### src/rtl/sxe_pkg.sv
package sxe_pkg;
    localparam logic [2:0] DEST_MAIN = 3'd2;
    localparam logic [2:0] DEST_SUB  = 3'd3;

    localparam logic [1:0] TGT_PRG  = 2'd0;
    localparam logic [1:0] TGT_WRAM = 2'd1;
endpackage

### src/rtl/sxe_host_gate.sv
module sxe_host_gate #(
    parameter int CW = 16
) (
    input  logic          req,
    input  logic          is_sub,
    input  logic [2:0]    code,
    input  logic          active,
    input  logic          busy,
    input  logic          start,
    input  logic [CW-1:0] count,
    output logic          ok,
    output logic          last,
    output logic [CW-1:0] count_nx
);
    import sxe_pkg::*;

    logic match;

    always_comb begin
        match    = is_sub ? (code == DEST_SUB) : (code == DEST_MAIN);
        ok       = req && active && !busy && !start && match;
        last     = (count <= CW'(2));
        count_nx = last ? '0 : count - CW'(2);
    end
endmodule

### src/rtl/sxe_burst_plan.sv
module sxe_burst_plan #(
    parameter int CW    = 16,
    parameter int BURST = 256,
    parameter int WW    = 9
) (
    input  logic [CW-1:0] count,
    output logic [WW-1:0] words,
    output logic          last,
    output logic [CW-1:0] count_nx
);
    localparam int LIMIT = 2 * BURST;

    logic [CW:0] rounded;

    always_comb begin
        rounded  = ({1'b0, count} + (CW+1)'(1)) >> 1;
        last     = (count <= CW'(LIMIT));
        words    = last ? WW'(rounded) : WW'(BURST);
        count_nx = last ? '0 : count - CW'(LIMIT);
    end
endmodule

### src/rtl/sxe_dest_map.sv
module sxe_dest_map #(
    parameter int PW = 16,
    parameter int OW = 20,
    parameter int WW = 9
) (
    input  logic [1:0]    tgt,
    input  logic          split_1m,
    input  logic          bank,
    input  logic [PW-1:0] ptr,
    input  logic [WW-1:0] words,
    output logic [OW-1:0] base,
    output logic [2:0]    stride,
    output logic          no_write,
    output logic [PW-1:0] ptr_nx
);
    import sxe_pkg::*;

    logic pcm;

    always_comb begin
        pcm      = tgt[1];
        no_write = pcm;
        ptr_nx   = ptr + (pcm ? PW'(words >> 1) : PW'(words >> 2));
        stride   = 3'd2;
        base     = OW'({ptr, 3'b000});
        if (tgt == TGT_WRAM) begin
            if (split_1m) begin
                stride = 3'd4;
                base   = OW'({ptr[13:0], 4'b0000}) + (bank ? OW'(0) : OW'(2));
            end else begin
                base   = OW'({ptr[14:0], 3'b000});
            end
        end
    end
endmodule

### src/rtl/sector_xfer_engine.sv
module sector_xfer_engine #(
    parameter int AW    = 16,
    parameter int CW    = 16,
    parameter int PW    = 16,
    parameter int OW    = 20,
    parameter int BURST = 256
) (
    input  logic          clk,
    input  logic          rst_n,
    input  logic          start_i,
    input  logic [CW-1:0] start_count_i,
    input  logic [AW-1:0] start_addr_i,
    input  logic          dte_ie_i,
    input  logic          irq_mask5_i,
    input  logic          dte_ack_i,
    input  logic          hrd_req_i,
    input  logic          hrd_sub_i,
    input  logic [2:0]    dest_code_i,
    output logic [15:0]   hrd_data_o,
    input  logic          ptr_ld_i,
    input  logic [PW-1:0] ptr_val_i,
    input  logic [1:0]    tgt_i,
    input  logic          wram_1m_i,
    input  logic          bank_sel_i,
    input  logic          dma_go_i,
    output logic          busy_o,
    output logic [AW-1:0] buf_addr_o,
    input  logic [7:0]    buf_hi_i,
    input  logic [7:0]    buf_lo_i,
    output logic          dst_we_o,
    output logic [OW-1:0] dst_addr_o,
    output logic [15:0]   dst_wdata_o,
    output logic [CW-1:0] count_o,
    output logic [AW-1:0] addr_o,
    output logic [PW-1:0] ptr_o,
    output logic          active_o,
    output logic          end_o,
    output logic          rdy_o,
    output logic          if_idle_o,
    output logic          dte_n_o,
    output logic          irq5_o
);
    localparam int WW = $clog2(BURST) + 1;

    typedef struct packed {
        logic [CW-1:0] count;
        logic [AW-1:0] addr;
        logic [PW-1:0] ptr;
        logic          active;
        logic          endf;
        logic          rdy;
        logic          idle;
        logic          dte_n;
        logic          irq;
        logic          hvalid;
        logic          busy;
        logic [WW-1:0] left;
        logic          wpend;
        logic [OW-1:0] off;
        logic [2:0]    stride;
        logic          nowr;
    } st_t;

    st_t s_d, s_q;

    logic          h_ok, h_last;
    logic [CW-1:0] h_count;
    logic [WW-1:0] b_words;
    logic          b_last;
    logic [CW-1:0] b_count;
    logic [OW-1:0] m_base;
    logic [2:0]    m_stride;
    logic          m_nowr;
    logic [PW-1:0] m_ptr;
    logic          do_end;
    logic          we_d;

    sxe_host_gate #(.CW(CW)) u_gate (
        .req(hrd_req_i), .is_sub(hrd_sub_i), .code(dest_code_i),
        .active(s_q.active), .busy(s_q.busy), .start(start_i),
        .count(s_q.count), .ok(h_ok), .last(h_last), .count_nx(h_count)
    );

    sxe_burst_plan #(.CW(CW), .BURST(BURST), .WW(WW)) u_plan (
        .count(s_q.count), .words(b_words), .last(b_last), .count_nx(b_count)
    );

    sxe_dest_map #(.PW(PW), .OW(OW), .WW(WW)) u_map (
        .tgt(tgt_i), .split_1m(wram_1m_i), .bank(bank_sel_i), .ptr(s_q.ptr),
        .words(b_words), .base(m_base), .stride(m_stride), .no_write(m_nowr),
        .ptr_nx(m_ptr)
    );

    always_comb begin
        s_d        = s_q;
        s_d.irq    = 1'b0;
        s_d.hvalid = 1'b0;
        do_end     = 1'b0;
        we_d       = 1'b0;

        if (dte_ack_i) s_d.dte_n = 1'b1;

        if (s_q.busy) begin
            if (s_q.left != '0) begin
                s_d.addr  = s_q.addr + AW'(2);
                s_d.left  = s_q.left - WW'(1);
                s_d.wpend = 1'b1;
            end else begin
                s_d.wpend = 1'b0;
            end
            if (s_q.wpend) begin
                we_d    = !s_q.nowr;
                s_d.off = s_q.off + OW'(s_q.stride);
            end
            s_d.busy = (s_d.left != '0) || s_d.wpend;
        end else if (start_i) begin
            s_d.count  = start_count_i;
            s_d.addr   = start_addr_i;
            s_d.active = 1'b1;
            s_d.rdy    = 1'b1;
            s_d.endf   = 1'b0;
            s_d.idle   = 1'b0;
        end else if (h_ok) begin
            s_d.count  = h_count;
            s_d.addr   = s_q.addr + AW'(2);
            s_d.hvalid = 1'b1;
            do_end     = h_last;
        end else if (dma_go_i && s_q.active) begin
            s_d.count  = b_count;
            s_d.ptr    = m_ptr;
            s_d.off    = m_base;
            s_d.stride = m_stride;
            s_d.nowr   = m_nowr;
            s_d.left   = b_words;
            s_d.wpend  = 1'b0;
            s_d.busy   = (b_words != '0);
            do_end     = b_last;
        end else if (ptr_ld_i) begin
            s_d.ptr = ptr_val_i;
        end

        if (do_end) begin
            s_d.active = 1'b0;
            s_d.rdy    = 1'b0;
            s_d.endf   = 1'b1;
            s_d.idle   = 1'b1;
            if (dte_ie_i) begin
                s_d.dte_n = 1'b0;
                s_d.irq   = irq_mask5_i;
            end
        end
    end

    always_ff @(posedge clk or negedge rst_n) begin
        if (!rst_n) begin
            s_q       <= '0;
            s_q.idle  <= 1'b1;
            s_q.dte_n <= 1'b1;
        end else begin
            s_q <= s_d;
        end
    end

    assign hrd_data_o  = s_q.hvalid ? {buf_hi_i, buf_lo_i} : 16'h0000;
    assign buf_addr_o  = s_q.addr;
    assign dst_we_o    = we_d;
    assign dst_addr_o  = s_q.off;
    assign dst_wdata_o = {buf_hi_i, buf_lo_i};
    assign busy_o      = s_q.busy;
    assign count_o     = s_q.count;
    assign addr_o      = s_q.addr;
    assign ptr_o       = s_q.ptr;
    assign active_o    = s_q.active;
    assign end_o       = s_q.endf;
    assign rdy_o       = s_q.rdy;
    assign if_idle_o   = s_q.idle;
    assign dte_n_o     = s_q.dte_n;
    assign irq5_o      = s_q.irq;

    // a quiet cycle with no honourable read leaves the counters alone
    p_quiet_stable_r2: assert property (@(posedge clk) disable iff (!rst_n)
        (!busy_o && !start_i && !dma_go_i && !ptr_ld_i &&
         !(hrd_req_i && active_o &&
           ((hrd_sub_i && dest_code_i == 3'd3) || (!hrd_sub_i && dest_code_i == 3'd2))))
        |=> ($stable(count_o) && $stable(addr_o) && $stable(ptr_o)));

    // an inactive engine never hands out data
    p_idle_zero_r2: assert property (@(posedge clk) disable iff (!rst_n)
        (hrd_req_i && !active_o) |=> (hrd_data_o == 16'h0000));

    // the end of a transfer leaves the count empty and the flags settled
    p_end_state_r5: assert property (@(posedge clk) disable iff (!rst_n)
        $fell(active_o) |-> (count_o == '0 && end_o && if_idle_o && !rdy_o));

    // the interrupt pulse only accompanies an enabled, unmasked end
    p_irq_cause_r5: assert property (@(posedge clk) disable iff (!rst_n)
        irq5_o |-> ($past(dte_ie_i && irq_mask5_i) && $fell(active_o)));

    // destination writes happen only inside a step
    p_we_in_step_r7: assert property (@(posedge clk) disable iff (!rst_n)
        dst_we_o |-> busy_o);

    // a go request during a step does not move the pointer
    p_busy_hold_r7: assert property (@(posedge clk) disable iff (!rst_n)
        (busy_o && dma_go_i) |=> $stable(ptr_o));

    // consecutive writes climb by the latched stride
    p_stride_r9: assert property (@(posedge clk) disable iff (!rst_n)
        (dst_we_o && $past(dst_we_o)) |-> (dst_addr_o == $past(dst_addr_o) + OW'(s_q.stride)));

    // a PCM step never strobes the destination
    p_pcm_quiet_r10: assert property (@(posedge clk) disable iff (!rst_n)
        (busy_o && s_q.nowr) |-> !dst_we_o);
endmodule

### config.mk
export PLATFORM = sky130hd
export DESIGN_NAME = sector_xfer_engine
export DESIGN_NICKNAME = d
export VERILOG_FILES = /design/src/rtl/sxe_pkg.sv /design/src/rtl/sxe_host_gate.sv /design/src/rtl/sxe_burst_plan.sv /design/src/rtl/sxe_dest_map.sv /design/src/rtl/sector_xfer_engine.sv
export SDC_FILE = /design/constraint.sdc
export NUM_CORES = 1
export LEC_CHECK = 0
export BUFFER_PORTS_ARGS = -buffer_cell sky130_fd_sc_hd__buf_2
export CAP_MARGIN = 10
export CORE_UTILIZATION = 40
export CTS_CLUSTER_SIZE = 28
export DETAILED_ROUTE_END_ITERATION = 8
export GPL_ROUTABILITY_DRIVEN = 0
export SETUP_SLACK_MARGIN = 0.1
export SYNTH_ARGS = -nofsm -noshare
export SYNTH_HDL_FRONTEND = slang
export SYNTH_SLANG_ARGS = --single-unit
### constraint.sdc
create_clock -name clk -period 3.87 [get_ports clk]
set_clock_uncertainty 0.15 [all_clocks]
set_input_delay 0.5805 -clock clk [delete_from_list [all_inputs] [get_ports clk]]
set_output_delay 0.5805 -clock clk [all_outputs]
set_load 0.02 [all_outputs]
==> key figures <==
Route
  • Vias post-DR: 6,724
  • DR iter-0 viols: 451
  • Drc violations: 0
  • Final antenna-violating net count: 0
  • Vias per cell: 5.69
  • Drt wl/cell: approximately 17 um
  • DRT Pass-1 Iters: 7
  • Total wire length: 20,600 um

Global route
  • Grt total ovfl: 0
  • Largest net degree at the start of global routing: between 50 and 60
  • Initial antenna violation count: 1
  • Global-route wire length before repair: 31,300 um
  • Total GRT Usage: between 20% and 30%
  • Vias in the first global route: 5,847

Clock tree
  • Clock Sinks: 87
  • Hold-fix buffers, CTS: 0
  • CTS tree: yes
  • CTS Buf Count: 9
  • Max H-tree Level: 3
  • Longest Clk Path Bufs: 2
  • Worst-path clk slew: ~0.07 ns
  • CTS root buf: clkbuf_16
  • Clock insertion delay at the later pin of the skew report: 0.36 ns

Final layout
  • Synth-to-Final Area Change: 11.2%
  • Commonest non-fill, non-tap cell in the layout: buf_2
  • Final net count: approximately 1,100
  • Non-filler cells in the finished layout: 1,182
  • Area occupied by multi-input gates: 0.00396 sq mm
  • FF/Latch Area: between 0.002 and 0.0025 sq mm
  • Fill cells: around 1,800
  • Most frequent cells in the layout: 202 x buf_2, 97 x nand2_1, 85 x dfrtp_1
  • Share of cells above drive strength 1: roughly 29%

Place
  • Port Buffer Count: 203
  • Dpl hpwl: 15,500 um
  • Placed cell count: 1,165
  • Worst slack at placement: roughly 0.34 ns

Power and ir drop
  • Gate power share: between 20% and 30%
  • Clock power share: a little over a third
  • Internal power: 1.60 mW
  • Worst VDD drop: 0.257 mV
  • Cell Pwr Density: 308 mW/mm^2
  • Sequential power share: 43.3%
  • LEAKAGE: approximately 3.8 nW
  • Switch share: 34.9%
  • Psw: around 860 uW

Die
  • Initial cell density of the core: 41.2%
  • Die Area: 0.0185 sq mm
  • I/O pin count: 205
  • Chip height: 136 um
  • Num rows: 48
  • Die width: 136 um
  • Core area: 0.0174 sq mm

STA
  • Final Critical Period: between 3 and 4 ns
  • Setup TNS: 0 ns
  • Tightest Pin Transition: 0.931 ns
  • Max-slew violation count: 0
  • Fin crit share: 90.9%
  • Hold Violations, Final: 0
  • Final hold slack: between 0.1 and 0.15 ns
  • Slew margin rel.: 37.7%
  • Fmax achieved: 284 MHz
  • Setup-failing EPs final: 0
  • Unrepaired setup endpoints after global routing: false
  • Worst setup margin: 0.352 ns

Setup path
  • Worst EP required: 3.95 ns
  • Levels on crit path: 11
  • Setup CP Type: reg2reg
  • Crit path DAT: roughly 3.6 ns
  • Crit path max-delay cell type: dfrtp_1
  • Setup crit start: count_o[1]$_DFFE_PN0P_
  • Setup crit end: ptr_o[12]$_DFFE_PN0P_
  • CP Max Fanout: 8
  • Slowest cell delay on critical path: approximately 0.5 ns
  • Cell mode on critical path: ha_1
  • Crit. End Element: flip-flop
  • Reg2reg start: count_o[1]$_DFFE_PN0P_
  • Crit path max-delay family: compound AO/OA/AOI/OAI gates
  • R2R cell count: 11
  • Crit-path cells: ha_1, nand3_1, o21a_1, o211ai_1, o21ai_0, ha_1, nand2_1, a21boi_0, o31ai_4, o211a_1, or3_1
  • Reg-to-reg endpoint: ptr_o[12]$_DFFE_PN0P_
  • Setup crit start kind: flip-flop
  • Worst Path Buf+Inv: 0
  • Reg2Reg Setup Slack: 0.35 ns

Outcome
  • Status: finished, final reports clean

Synth
  • Post-synth net total: between 900 and 1,000
  • Compound-Gate Fraction of Synth Area: 22.1%
  • Synth Area in Adders: 3.70%
  • Post-synthesis sequential area ratio: 30.4%
  • Top FF cell, synth: dfrtp_1
  • Post-synthesis xor/xnor area fraction: approximately 2.2%
  • Post-Synth Simple-Gate Area: approximately 23%
  • Warnings from Yosys: 0
  • Cell area after synthesis: 0.00717 sq mm
  • Largest family of logic cells by synthesized area: simple AND/OR/NAND/NOR gates
  • Avg Cell Area, Syn: 8.36 sq um
  • Yosys cell types: about 80
  • Mux share of post-synthesis cell area: 3.84%
  • Seq cells post-synth: 87
  • Ys async rst share: 100%
  • EDFF count, synth: 0
  • Mapped Cells: 858

Job
  • Max_cap viols: 0

Min path
  • Type of the worst min-delay path: in2async
==> metal layers <==
metal,track usage [%],wire length (um),vias to the layer above
met4,7.90,391,0
met3,2.35,1030,26
met5,0,0,-
met1,29.4,9310,3201
li1,-,-,3248
met2,36.1,9830,249
==> per-stage QoR <==
stage	utilization [%]	cell area, sq um	total power [mW]
final	45.8	7980	2.46
after global routing	45.8	7980	2.58
after CTS	45.7	7970	2.47
after detailed placement	44.1	7680	1.62
after global placement	44.1	7680	1.61
after floorplan	-	7170	1.53
==> power groups by stage <==
stage	sequential [mW]	clock, mW	combinational (mW)
finish	1.06	0.854	0.539
global route	1.07	0.914	0.593
CTS	1.06	0.865	0.540
detailed placement	1.08	0	0.539
global placement	1.08	0	0.536
floorplan	1.05	0	0.483
==> repair_timing <==
item | in CTS | in global routing
endpoints found under the setup margin | 0 | 2
gates resized for setup | 0 | 1
setup buffers | 0 | 0
==> cells in the mapped netlist (all sizes together) (4+ instances only) <==
master   instances  area, sq um
buf            121          878
nand2           97          364
dfrtp           85         2130
nor2            58          225
a21oi           57          293
o21ai           33          165
nand3           32          160
nor3            28          156
clkbuf          24         90.1
and2            23          144
mux2i           23          230
o22ai           20          125
ha              18          225
inv             17         63.8
o221ai          16          140
o211ai          13          103
xnor2           12          105
a31oi           10         62.6
and3            10         62.6
nor4            10          108
a211oi           9         72.6
nand4            9         56.3
a21o             8         60.1
nor2b            8         50.1
a2bb2oi          7         61.3
and4             7         61.3
a32oi            6         52.6
o2bb2ai          6         52.6
or3              6         42.5
a221o            5         50.1
a22oi            5         37.5
nand3b           5         37.5
o31ai            5         47.5
or2              5         33.8
xor2             5         51.3
mux2             4         45.0
nand2b           4         25.0
or4              4         33.8
==> cell families after synthesis <==
logic type / count (synthesis)
adders and majority gates: 20
xor gates and xnor gates: 17
muxes: 27
AOI/OAI and AO/OA: 227
and+or+nand+nor: 316
DFF: 87
other: 1
buffers and inverters: 163
==> worst min path at each step <==
stage	slack, ns	to	cells past startpoint
floorplan	0.13	active_o$_DFFE_PN0P_	0
global placement	0.30	if_idle_o$_DFFE_PN1P_	2
detailed placement	0.31	if_idle_o$_DFFE_PN1P_	2
CTS	0.15	ptr_o[9]$_DFFE_PN0P_	1
global route	0.17	ptr_o[9]$_DFFE_PN0P_	1
finish	0.11	ptr_o[9]$_DFFE_PN0P_	1
==> cell type report <==
cell class                 instances  area share [%]
sequential                        87            27.3
clock inverter                     7           0.721
multi-input combinational        608            49.6
tap                              225            3.53
timing repair buffer             227            15.0
antenna                            1          0.0314
clock buffer                       9            2.82
inverter                          18           0.910
==> state kept, by name, summed over array words and instances (netlist names) <==
signal and cells:
addr_o 16, active_o 1, count_o 16, if_idle_o 1
dst_addr_o 19, dte_n_o 1, s_q 14, ptr_o 16
irq5_o 1, busy_o 1, end_o 1
Note: power is estimated with default switching activity, not from simulation.
